--- config.mk ---
export PLATFORM = sky130hd
export DESIGN_NAME = t1_tx_chan_proc
export DESIGN_NICKNAME = d
export VERILOG_FILES = /design/src/rtl/t1_tx_pkg.sv /design/src/rtl/t1_tx_cfg_bank.sv /design/src/rtl/t1_tx_rob_sched.sv /design/src/rtl/t1_tx_byte_xform.sv /design/src/rtl/t1_tx_chan_proc.sv
export SDC_FILE = /design/constraint.sdc
export NUM_CORES = 1
export LEC_CHECK = 0
export BUFFER_PORTS_ARGS = -buffer_cell sky130_fd_sc_hd__buf_2
export CAP_MARGIN = 20
export CORE_MARGIN = 4
export CORE_UTILIZATION = 55
export CTS_CLUSTER_SIZE = 40
export DETAILED_ROUTE_END_ITERATION = 10
export MAX_ROUTING_LAYER = met4
export PLACE_DENSITY = 0.8
export SLEW_MARGIN = 0
export SYNTH_ARGS = -nofsm -noshare
export SYNTH_HDL_FRONTEND = slang
export SYNTH_HIERARCHICAL = 1
export SYNTH_SLANG_ARGS = --single-unit
--- constraint.sdc ---
create_clock -name clk -period 2.9 [get_ports clk]
set_input_delay 0.435 -clock clk [delete_from_list [all_inputs] [get_ports clk]]
set_output_delay 0.435 -clock clk [all_outputs]
set_load 0.005 [all_outputs]
--- src/rtl/t1_tx_pkg.sv ---
`timescale 1ns/1ps
package t1_tx_pkg;
   localparam int BYTE_W    = 8;
   localparam int FRAME_W   = 5;
   localparam int SIG_W     = 4;
   // bit n (1 = MSB) lives at index BYTE_W-n
   localparam int STUFF_IDX = BYTE_W - 7;
   localparam int ROB_IDX   = BYTE_W - 8;
   localparam int ALARM_IDX = BYTE_W - 2;

   typedef struct packed {
      logic alarm;
      logic force_b;
      logic force_a;
   } tx_ctrl_t;

   typedef enum logic [1:0] {SLOT_A = 2'd0, SLOT_B = 2'd1, SLOT_C = 2'd2, SLOT_D = 2'd3} sig_slot_e;
endpackage

--- src/rtl/t1_tx_cfg_bank.sv ---
`timescale 1ns/1ps
module t1_tx_cfg_bank
   import t1_tx_pkg::*;
#(
   parameter int NUM_CHAN    = 24,
   parameter int ADDR_W      = 8,
   parameter logic [ADDR_W-1:0] CLEAR_BASE = 8'h39,
   parameter logic [ADDR_W-1:0] IDLE_BASE  = 8'h3C,
   parameter logic [ADDR_W-1:0] CODE_ADDR  = 8'h3F,
   parameter logic [ADDR_W-1:0] CTRL_ADDR  = 8'h40
) (
   input  logic              clk,
   input  logic              rst_n,
   input  logic              we,
   input  logic [ADDR_W-1:0] addr,
   input  logic [BYTE_W-1:0] wdata,
   output logic [NUM_CHAN-1:0] clear_mask,
   output logic [NUM_CHAN-1:0] idle_mask,
   output logic [BYTE_W-1:0]   idle_code,
   output tx_ctrl_t            ctrl
);
   localparam int GROUPS = (NUM_CHAN + BYTE_W - 1) / BYTE_W;
   localparam int FLAT_W = GROUPS * BYTE_W;

   logic [FLAT_W-1:0] clear_flat, idle_flat;

   for (genvar g = 0; g < GROUPS; g++) begin : g_grp
      logic hit_clear, hit_idle;
      assign hit_clear = we && (addr == CLEAR_BASE + ADDR_W'(g));
      assign hit_idle  = we && (addr == IDLE_BASE  + ADDR_W'(g));
      always_ff @(posedge clk) begin
         if (!rst_n) begin
            clear_flat[g*BYTE_W +: BYTE_W] <= '0;
            idle_flat[g*BYTE_W +: BYTE_W]  <= '0;
         end else begin
            if (hit_clear) clear_flat[g*BYTE_W +: BYTE_W] <= wdata;
            if (hit_idle)  idle_flat[g*BYTE_W +: BYTE_W]  <= wdata;
         end
      end
   end

   always_ff @(posedge clk) begin
      if (!rst_n) begin
         idle_code <= '0;
         ctrl      <= '0;
      end else if (we) begin
         if (addr == CODE_ADDR) idle_code <= wdata;
         if (addr == CTRL_ADDR) ctrl <= tx_ctrl_t'(wdata[2:0]);
      end
   end

   assign clear_mask = clear_flat[NUM_CHAN-1:0];
   assign idle_mask  = idle_flat[NUM_CHAN-1:0];

   // pattern register follows the write data one cycle later
   a_r3_code_write: assert property (@(posedge clk) disable iff (!rst_n)
      (we && addr == CODE_ADDR) |=> (idle_code == $past(wdata)));
   // foreign addresses leave the idle pattern alone
   a_r3_code_hold: assert property (@(posedge clk) disable iff (!rst_n)
      !(we && addr == CODE_ADDR) |=> $stable(idle_code));
endmodule

--- src/rtl/t1_tx_rob_sched.sv ---
`timescale 1ns/1ps
module t1_tx_rob_sched
   import t1_tx_pkg::*;
(
   input  logic [FRAME_W-1:0] frame,
   input  logic               esf,
   input  logic [SIG_W-1:0]   sig,
   output logic               rob_en,
   output logic               rob_bit
);
   sig_slot_e slot;

   always_comb begin
      rob_en = 1'b0;
      slot   = SLOT_A;
      unique case (frame)
         5'd6:  begin rob_en = 1'b1; slot = SLOT_A; end
         5'd12: begin rob_en = 1'b1; slot = SLOT_B; end
         5'd18: begin rob_en = esf;  slot = SLOT_C; end
         5'd24: begin rob_en = esf;  slot = SLOT_D; end
         default: ;
      endcase
      rob_bit = sig[slot];
   end
endmodule

--- src/rtl/t1_tx_byte_xform.sv ---
`timescale 1ns/1ps
module t1_tx_byte_xform
   import t1_tx_pkg::*;
(
   input  logic [BYTE_W-1:0] raw,
   input  logic              use_idle,
   input  logic [BYTE_W-1:0] idle_code,
   input  logic              stuff_ok,
   input  logic              rob_en,
   input  logic              rob_bit,
   input  logic              alarm_clr,
   output logic [BYTE_W-1:0] result
);
   logic [BYTE_W-1:0] s_idle, s_stuff, s_rob;

   always_comb begin
      s_idle  = use_idle ? idle_code : raw;
      s_stuff = s_idle;
      if (stuff_ok && (s_idle == '0)) s_stuff[STUFF_IDX] = 1'b1;
      s_rob = s_stuff;
      if (rob_en) s_rob[ROB_IDX] = rob_bit;
      result = s_rob;
      if (alarm_clr) result[ALARM_IDX] = 1'b0;
   end
endmodule

--- src/rtl/t1_tx_chan_proc.sv ---
`timescale 1ns/1ps
module t1_tx_chan_proc
   import t1_tx_pkg::*;
#(
   parameter int NUM_CHAN = 24,
   parameter int ADDR_W   = 8,
   localparam int CHAN_W  = $clog2(NUM_CHAN)
) (
   input  logic              clk,
   input  logic              rst_n,
   input  logic              cfg_we,
   input  logic [ADDR_W-1:0] cfg_addr,
   input  logic [BYTE_W-1:0] cfg_wdata,
   input  logic              byte_valid,
   input  logic [CHAN_W-1:0] byte_chan,
   input  logic [FRAME_W-1:0] byte_frame,
   input  logic              byte_esf,
   input  logic [SIG_W-1:0]  byte_sig,
   input  logic [BYTE_W-1:0] byte_data,
   output logic              out_valid,
   output logic [BYTE_W-1:0] out_data
);
   if (NUM_CHAN < 2 || NUM_CHAN > 32) begin : g_bad_chan
      $error("t1_tx_chan_proc: NUM_CHAN out of range");
   end
   if (ADDR_W < 7) begin : g_bad_addr
      $error("t1_tx_chan_proc: ADDR_W too narrow for the register map");
   end

   logic [NUM_CHAN-1:0] clear_mask, idle_mask;
   logic [BYTE_W-1:0]   idle_code, next_byte;
   tx_ctrl_t            ctrl;
   logic ch_clear, ch_idle, force_all, rob_hit, rob_bit;

   t1_tx_cfg_bank #(.NUM_CHAN(NUM_CHAN), .ADDR_W(ADDR_W)) u_cfg (
      .clk(clk), .rst_n(rst_n), .we(cfg_we), .addr(cfg_addr), .wdata(cfg_wdata),
      .clear_mask(clear_mask), .idle_mask(idle_mask), .idle_code(idle_code), .ctrl(ctrl));

   t1_tx_rob_sched u_sched (
      .frame(byte_frame), .esf(byte_esf), .sig(byte_sig),
      .rob_en(rob_hit), .rob_bit(rob_bit));

   assign ch_clear  = clear_mask[byte_chan];
   assign ch_idle   = idle_mask[byte_chan];
   assign force_all = ctrl.force_a & ctrl.force_b;

   t1_tx_byte_xform u_xform (
      .raw(byte_data), .use_idle(ch_idle), .idle_code(idle_code),
      .stuff_ok(!ch_clear || force_all),
      .rob_en(rob_hit && !ch_clear), .rob_bit(rob_bit),
      .alarm_clr(ctrl.alarm && !byte_esf),
      .result(next_byte));

   always_ff @(posedge clk) begin
      if (!rst_n) begin
         out_valid <= 1'b0;
         out_data  <= '0;
      end else begin
         out_valid <= byte_valid;
         if (byte_valid) out_data <= next_byte;
      end
   end

   // output strobe trails input strobe by one cycle
   a_r2_latency: assert property (@(posedge clk) disable iff (!rst_n)
      byte_valid |=> out_valid);
   a_r2_no_spurious: assert property (@(posedge clk) disable iff (!rst_n)
      !byte_valid |=> (!out_valid && $stable(out_data)));
   // D4 alarm clears bit 2 on every channel
   a_r10_alarm_bit2: assert property (@(posedge clk) disable iff (!rst_n)
      (byte_valid && !byte_esf && ctrl.alarm) |=> !out_data[ALARM_IDX]);
   // all-zero byte on a non-clear, non-idle channel leaves with bit 7 set
   a_r5_stuff_zero: assert property (@(posedge clk) disable iff (!rst_n)
      (byte_valid && !ch_clear && !ch_idle && byte_data == '0) |=> out_data[STUFF_IDX]);
   // clear channel, no idle, no override, no alarm -> untouched
   a_r6_clear_pass: assert property (@(posedge clk) disable iff (!rst_n)
      (byte_valid && ch_clear && !ch_idle && !force_all && !(ctrl.alarm && !byte_esf))
      |=> (out_data == $past(byte_data)));
   // input contract: channel index within range
   a_chan_range: assert property (@(posedge clk) disable iff (!rst_n)
      byte_valid |-> (int'(byte_chan) < NUM_CHAN));
endmodule

==> out/metrics.yaml, run 1 <==
clock-skew-final_ns: 0.007774
die-height_um: 86.01
synth_top_area_share_pct: 40.67
cpMaxStageDelayCell: "sky130_fd_sc_hd__a311oi_1"
setup_viol: 0
path_class: "in2reg"
via_per_inst: 5.604
syn_nets: 359
synth.yosys.warnings: 6
final.min_clock_period_ns: 2.476
crit_buf_inv: 2
finalInstanceArea_um2: 3847
max_fanout_on_critical_path: 10
antenna_cells: 0
detailed_place.area_um2: 3679
powerDensity_nw_per_um2: 471.1
num_vias: 2516
ys_async_sr_fraction_pct: 0
r2r_slack_ns: 0.50
wl_met1_um: 3170
drt.antenna.violating_nets: 0
die_width_um: 86.01
outcome: "completed"
met2WireLength_um: 3583
hold_path_depth: 2
post_route_cells_drive_above_1_share_pct: 25.67
holdPathEnd: "u_cfg/clear_mask[16]$_SDFFE_PN0P_"
worst_setup_path_start_kind: "input pin"
first_pass_grt_wire_length_um: 12100
post_synth_main_area_contributors: "sky130_fd_sc_hd__dfxtp_1, sky130_fd_sc_hd__mux2i_1, sky130_fd_sc_hd__nand2_1, sky130_fd_sc_hd__mux4_1, sky130_fd_sc_hd__mux2_2"
cts_max_path_buffers: 2
synth-seq-area-share_pct: 40.67
synth-seq-cells: 68
cell_class_contributing_the_biggest_share_of_worst_path_delay: "multiplexers"
tritoncts.num_buffers: 9
critical_path.max_stage_delay_ns: 0.72
drtPass1Iterations: 4
fin_crit_sh_pct: 85.38
post_layout_nonfiller_instances: 449
insertion_delay_ns: 0.35
synth-main-ff-cell: "sky130_fd_sc_hd__dfxtp_1"
via_count_of_the_first_global_routing_pass: 2540
timing.critical_path.to_type: "flop"
routed_wire_length_per_instance_um: 16.50
dp.cells: 434
drt-initial-drc-count: 105
routed_wl_um: 7408
netlist_top_cells_count: "sky130_fd_sc_hd__mux2i_1, sky130_fd_sc_hd__nand2_1, sky130_fd_sc_hd__dfxtp_1, sky130_fd_sc_hd__nor2b_1, sky130_fd_sc_hd__mux2_2"
floorplan.core_area_um2: 5921
dr_wl_met3_um: 508
worstPathRequired_ns: 3.15
cts.htree.levels: 3
cts_tree: "yes"
routabilityCongestion: 0.8000
row_count: 28
initial_core_utilization_pct: 56.53
syn-mean-instance-area_um2: 10.59
synth_top_cell_by_area: "sky130_fd_sc_hd__dfxtp_1"
clkSinkCount: 68
syn_inst: 316
timing.max_slew.rel_slack_pct: 42.70
rr_worst_depth: 8
rsz_0062_raised_after_global_routing: "false"
maxCapViolations: 0
totalNegativeSetupSlack_ns: 0
grt_antenna_before_repair: 0
ctsHoldBuffers: 0
dpl.hpwl_um: 5379
synth_area_um2: 3347
r2r_end: "out_data[3]$_SDFFE_PN0P_"
final-hold-violation-count: 0
grt.total_usage_pct: 22.01
postCtsResizedCells: 0
timing.hold.worst.start: "u_cfg/clear_mask[16]$_SDFFE_PN0P_"
io-pin-count: 52
worstPathCellList: "buf_2 -> mux4_2 -> and2_4 -> a2111oi_4 -> a311oi_1 -> buf_4 -> mux2_2 -> mux2i_1 -> nor2b_1"
design.final.nets: 413
drc: 0
top_layer: "met4"
synth_edf_count: 0
max_slew.worst_pin.slew_ns: 0.8538
maxClockFrequency_ghz: 0.4039
area_added_between_synthesis_and_finish_pct: 14.95
timing.final.max_slew_violations: 0
netlist-cell-type-count: 48
grt-ovfl-total: 0
reg2reg_from: "u_cfg/idle_mask[1]$_SDFFE_PN0P_"
static-leakage-power_uw: 0.001691
port_buffers: 51
dieArea_um2: 7398
grt_max_degree: 31
ir_drop_uv: 471.6
worst-endpoint-arrival_ns: 2.73
cts_setup_buffers: 0
yosysMostFrequentCell: "sky130_fd_sc_hd__mux2i_1"
timing.hold.worst.class: "reg2reg"
cts_root_buf: "sky130_fd_sc_hd__clkbuf_8"
cts.reportedPaths.clkPinSlew_ns: 0.07
## worst max path at each step
stage                 start                       end  slack, ns  cells after the start
6_report       byte_chan[0]  out_data[3]$_SDFFE_PN0P_       0.42                      9
4_1_cts        byte_chan[0]  out_data[1]$_SDFFE_PN0P_       0.40                      9
3_5_place_dp   byte_chan[0]  out_data[1]$_SDFFE_PN0P_       0.02                      9
2_1_floorplan  byte_chan[0]  out_data[1]$_SDFFE_PN0P_       0.38                     10
3_3_place_gp   byte_chan[0]  out_data[3]$_SDFFE_PN0P_       0.06                      9
5_1_grt        byte_chan[0]  out_data[1]$_SDFFE_PN0P_       0.16                      9
## where the power goes
group	total (µW)	internal [µW]	switching (µW)
registers	945	942	3.54
logic	181	79.6	101
clock network	686	350	336
total	1810	1370	441
## tightest hold or removal path: cells and delay by family, from the launching register on
family / cells / cell delay (ns)
flip-flops: 1 / 0.31
AND/OR/NAND/NOR: 1 / 0.05
multiplexers: 1 / 0.05
## metal layers
metal / GRT usage, % / vias up
li1: - / 1238
met1: 26.07 / 1191
met2: 35.25 / 73
met3: 5.956 / 14
met4: 9.209 / 0
met5: - / -
## cells by family (layout without fill, tap and decap cells)
logic type                after synthesis  after routing  synth area share, %
muxes                                  90             90                31.25
AOI/OAI and AO/OA                      18             18                5.009
xor gates and xnor gates                2              2               0.5235
DFF                                    68             68                40.67
buffers and inverters                  21             79                3.178
and+or+nand+nor                       117            117                19.36
## metrics by stage
| step | worst slack [ns] | total power, µW | utilization [%] | hold slack (ns) |
|---|---|---|---|---|
| after floorplan | 0.3804 | 1071 | - | 0.4299 |
| after global placement | 0.05576 | 1144 | 62.13 | 0.4373 |
| after detailed placement | 0.02061 | 1147 | 62.13 | 0.4451 |
| after CTS | 0.3978 | 1829 | 64.98 | 0.4539 |
| after global routing | 0.1580 | 1886 | 64.98 | 0.4661 |
| final | 0.4241 | 1813 | 64.98 | 0.4544 |
## cells in the final DEF, fill, tap and decap left out, types with 2 or more instances in the layout
master,count
sky130_fd_sc_hd__nor3_4,2
sky130_fd_sc_hd__nor4b_2,2
sky130_fd_sc_hd__nand2b_1,4
sky130_fd_sc_hd__o21a_1,2
sky130_fd_sc_hd__mux4_1,6
sky130_fd_sc_hd__xnor2_1,2
sky130_fd_sc_hd__mux4_2,3
sky130_fd_sc_hd__clkbuf_1,2
sky130_fd_sc_hd__mux2_2,8
sky130_fd_sc_hd__nand3b_1,2
sky130_fd_sc_hd__buf_4,9
sky130_fd_sc_hd__buf_2,51
sky130_fd_sc_hd__clkbuf_8,11
sky130_fd_sc_hd__a21oi_1,2
sky130_fd_sc_hd__nor2_1,3
sky130_fd_sc_hd__mux2i_1,73
sky130_fd_sc_hd__a311o_1,2
sky130_fd_sc_hd__nor2b_1,12
sky130_fd_sc_hd__dfxtp_1,68
sky130_fd_sc_hd__nand2_1,70
sky130_fd_sc_hd__or4_1,4
sky130_fd_sc_hd__nor3_1,3
sky130_fd_sc_hd__nor3b_1,3
sky130_fd_sc_hd__a211oi_1,2
sky130_fd_sc_hd__clkinv_2,2
sky130_fd_sc_hd__inv_1,4
## final cells by class
type / count / area [µm²]
Clock buffer: 13 / 158.9
Clock inverter: 2 / 10.01
Fill cell: 463 / 2073
Inverter: 4 / 15.01
Multi-Input combinational cell: 227 / 1886
Sequential cell: 68 / 1361
Tap cell: 75 / 93.84
Timing Repair Buffer: 60 / 322.8
## sequential cells by signal, summed over array words and instances (netlist names)
signal and cells:
u_cfg/ctrl 3, u_cfg/idle_code 8, u_cfg/idle_mask 24, out_valid 1, u_cfg/clear_mask 24, out_data 8
Power figures use the tool's default switching activity.
==> run 2: changes to the inputs <==
PLACE_DENSITY = 0.74   (was 0.8)
==> run 2 against run 1 <==
Net effect:
- non-clock buffer count unchanged
- via count up 0.64%
- first-iteration DRC count up 64%
- largest cell class unchanged
- clock skew down 0.00075 ns
- register-to-register slack worse by 0.25 ns
- sequential power about the same
==> out/metrics.yaml, run 2 (same netlist as run 1, synthesis figures left out) <==
outcome: "completed"
first_pass_grt_wire_length_um: 12330  # +1.9%
insertion_delay_ns: 0.33  # -0.02 ns
r2r_slack_ns: 0.25  # -0.25 ns
grt.total_usage_pct: 22.26  # +0.24 points
dieArea_um2: 7398  # unchanged
cts_root_buf: "sky130_fd_sc_hd__clkbuf_8"
timing.hold.worst.class: "reg2reg"
drc: 0  # unchanged
critical_path.max_stage_delay_ns: 0.94  # +0.22 ns
postCtsResizedCells: 0  # unchanged
area_added_between_synthesis_and_finish_pct: 15.59
die_width_um: 86.01  # unchanged
p_comb_share_pct: 9.9  # about the same
cpMaxStageDelayCell: "sky130_fd_sc_hd__a311oi_1"
path_class: "in2reg"
fin_crit_sh_pct: 93.25  # +7.9 points
fin_ws_ns: 0.1957  # -0.2284 ns
static-leakage-power_uw: 0.001700  # +0.53%
cts_setup_buffers: 0  # unchanged
routed_wl_um: 7594  # +2.5%
drt-initial-drc-count: 172  # +64%
cts.htree.levels: 3  # unchanged
drt.antenna.violating_nets: 0  # unchanged
power_switching_share_pct: 22.97  # -1.4 points
tritoncts.num_buffers: 9  # unchanged
timing.final.max_slew_violations: 0  # unchanged
rsz_0062_raised_after_global_routing: "false"
post_layout_nonfiller_instances: 448  # -0.22%
ir_drop_uv: 308.1  # -35%
cts_max_path_buffers: 2  # unchanged
dpl.hpwl_um: 5466  # +1.6%
power.internal_uw: 1455  # +6.1%
layout.cells.most_common: "sky130_fd_sc_hd__mux2i_1"
clock-skew-final_ns: 0.007023  # -0.0007505 ns
layout.cells.most_common_list: "sky130_fd_sc_hd__mux2i_1, sky130_fd_sc_hd__nand2_1, sky130_fd_sc_hd__dfxtp_1"
via_per_inst: 5.652  # +0.86%
timing.max_slew.rel_slack_pct: 20.99  # -22 points
die-height_um: 86.01  # unchanged
worst_setup_path_start_kind: "input pin"
max_fanout_on_critical_path: 8  # -2
initial_core_utilization_pct: 56.53  # unchanged
design.final.nets: 413  # unchanged
dp.cells: 434  # unchanged
port_buffers: 51  # unchanged
final.min_clock_period_ns: 2.704  # +0.2283 ns
setup_viol: 0  # unchanged
routabilityCongestion: 0.8461  # +5.8%
worst-endpoint-arrival_ns: 2.98  # +0.25 ns
routed_wire_length_per_instance_um: 16.95  # +2.7%
timing.critical_path.to_type: "flop"
grt_max_degree: 39  # +26%
maxCapViolations: 0  # unchanged
grt-ovfl-total: 0  # unchanged
power.share.sequential_pct: 50.1  # -2.1 points
cts_tree: "yes"
final-hold-violation-count: 0  # unchanged
worstPathRequired_ns: 3.17  # +0.02 ns
clkSinkCount: 68  # unchanged
maxClockFrequency_ghz: 0.3698  # -8.4%
grt_antenna_before_repair: 0  # unchanged
share_clk_of_total_power_pct: 40.1  # +2.2 points
ctsHoldBuffers: 0  # unchanged
place_ws_ns: -0.1417  # -0.1623 ns
io-pin-count: 52  # unchanged
drtPass1Iterations: 4  # unchanged
post_route_cells_drive_above_1_share_pct: 25.74  # +0.069 points
max_slew.worst_pin.slew_ns: 1.177  # +0.3234 ns
num_vias: 2532  # +0.64%
cts.reportedPaths.clkPinSlew_ns: 0.07  # about the same
row_count: 28  # unchanged
floorplan.core_area_um2: 5921  # unchanged
worstPathCellList: "buf_2 -> mux4_2 -> and2_4 -> a2111oi_4 -> a311oi_1 -> mux2_2 -> o31ai_2 -> mux2i_1 -> nor2b_1"
power_switching_uw: 434.0  # -1.6%
via_count_of_the_first_global_routing_pass: 2564  # +0.94%
powerDensity_nw_per_um2: 488.4  # +3.7%
antenna_cells: 0  # unchanged
## run 2: worst max-delay path, delay by kind of cell
kind            cells  cell delay (ns)
buf+inv             1             0.18
simple gates        2             0.26
compound gates      3             1.19
mux                 3             0.91
## run 2: final cells by class
cell class              instances  area [µm²]
clock buffers                  12       155.1
clock inverters                 2       35.03
fillers                       491        2052
inverters                       4       15.01
multi-input cells             227        1886
flip-flops and latches         68        1361
well taps                      75       93.84
repair buffers                 60       322.8
## run 2: per-layer routing
metal / part of all wire [%] / GRT usage [%]
met4: 1.4 / 8.921
met2: 47 / 35.32
met3: 5.3 / 3.554
met1: 46 / 28.35
met5: 0 / -
## run 2: power groups by stage
stage	combinational [µW]	sequential [µW]	clock (µW)
global route	203	946	815
CTS	187	946	770
finish	186	946	757
detailed placement	185	967	0
global placement	181	967	0
floorplan	104	967	0
## run 2: stage by stage
stage          instance area (µm²)  TNS [ns]  total power, µW  hold WS [ns]  utilization [%]
2_1_floorplan                 3347         0             1071        0.4299                -
3_3_place_gp                  3679  -0.02165             1148        0.4394            62.13
3_5_place_dp                  3679   -0.4896             1152        0.4454            62.13
4_1_cts                       3869         0             1902        0.4581            65.34
5_1_grt                       3869         0             1965        0.4752            65.34
6_report                      3869         0             1889        0.4529            65.34
## run 2: final timing paths
kind,depth (start not counted),from,end
setup reg to reg,8,u_cfg/idle_mask[1]$_SDFFE_PN0P_,out_data[1]$_SDFFE_PN0P_
hold reg to reg,2,u_cfg/idle_mask[10]$_SDFFE_PN0P_,u_cfg/idle_mask[10]$_SDFFE_PN0P_
setup / recovery,9,byte_chan[0],out_data[1]$_SDFFE_PN0P_
hold / removal,2,u_cfg/idle_mask[10]$_SDFFE_PN0P_,u_cfg/idle_mask[10]$_SDFFE_PN0P_
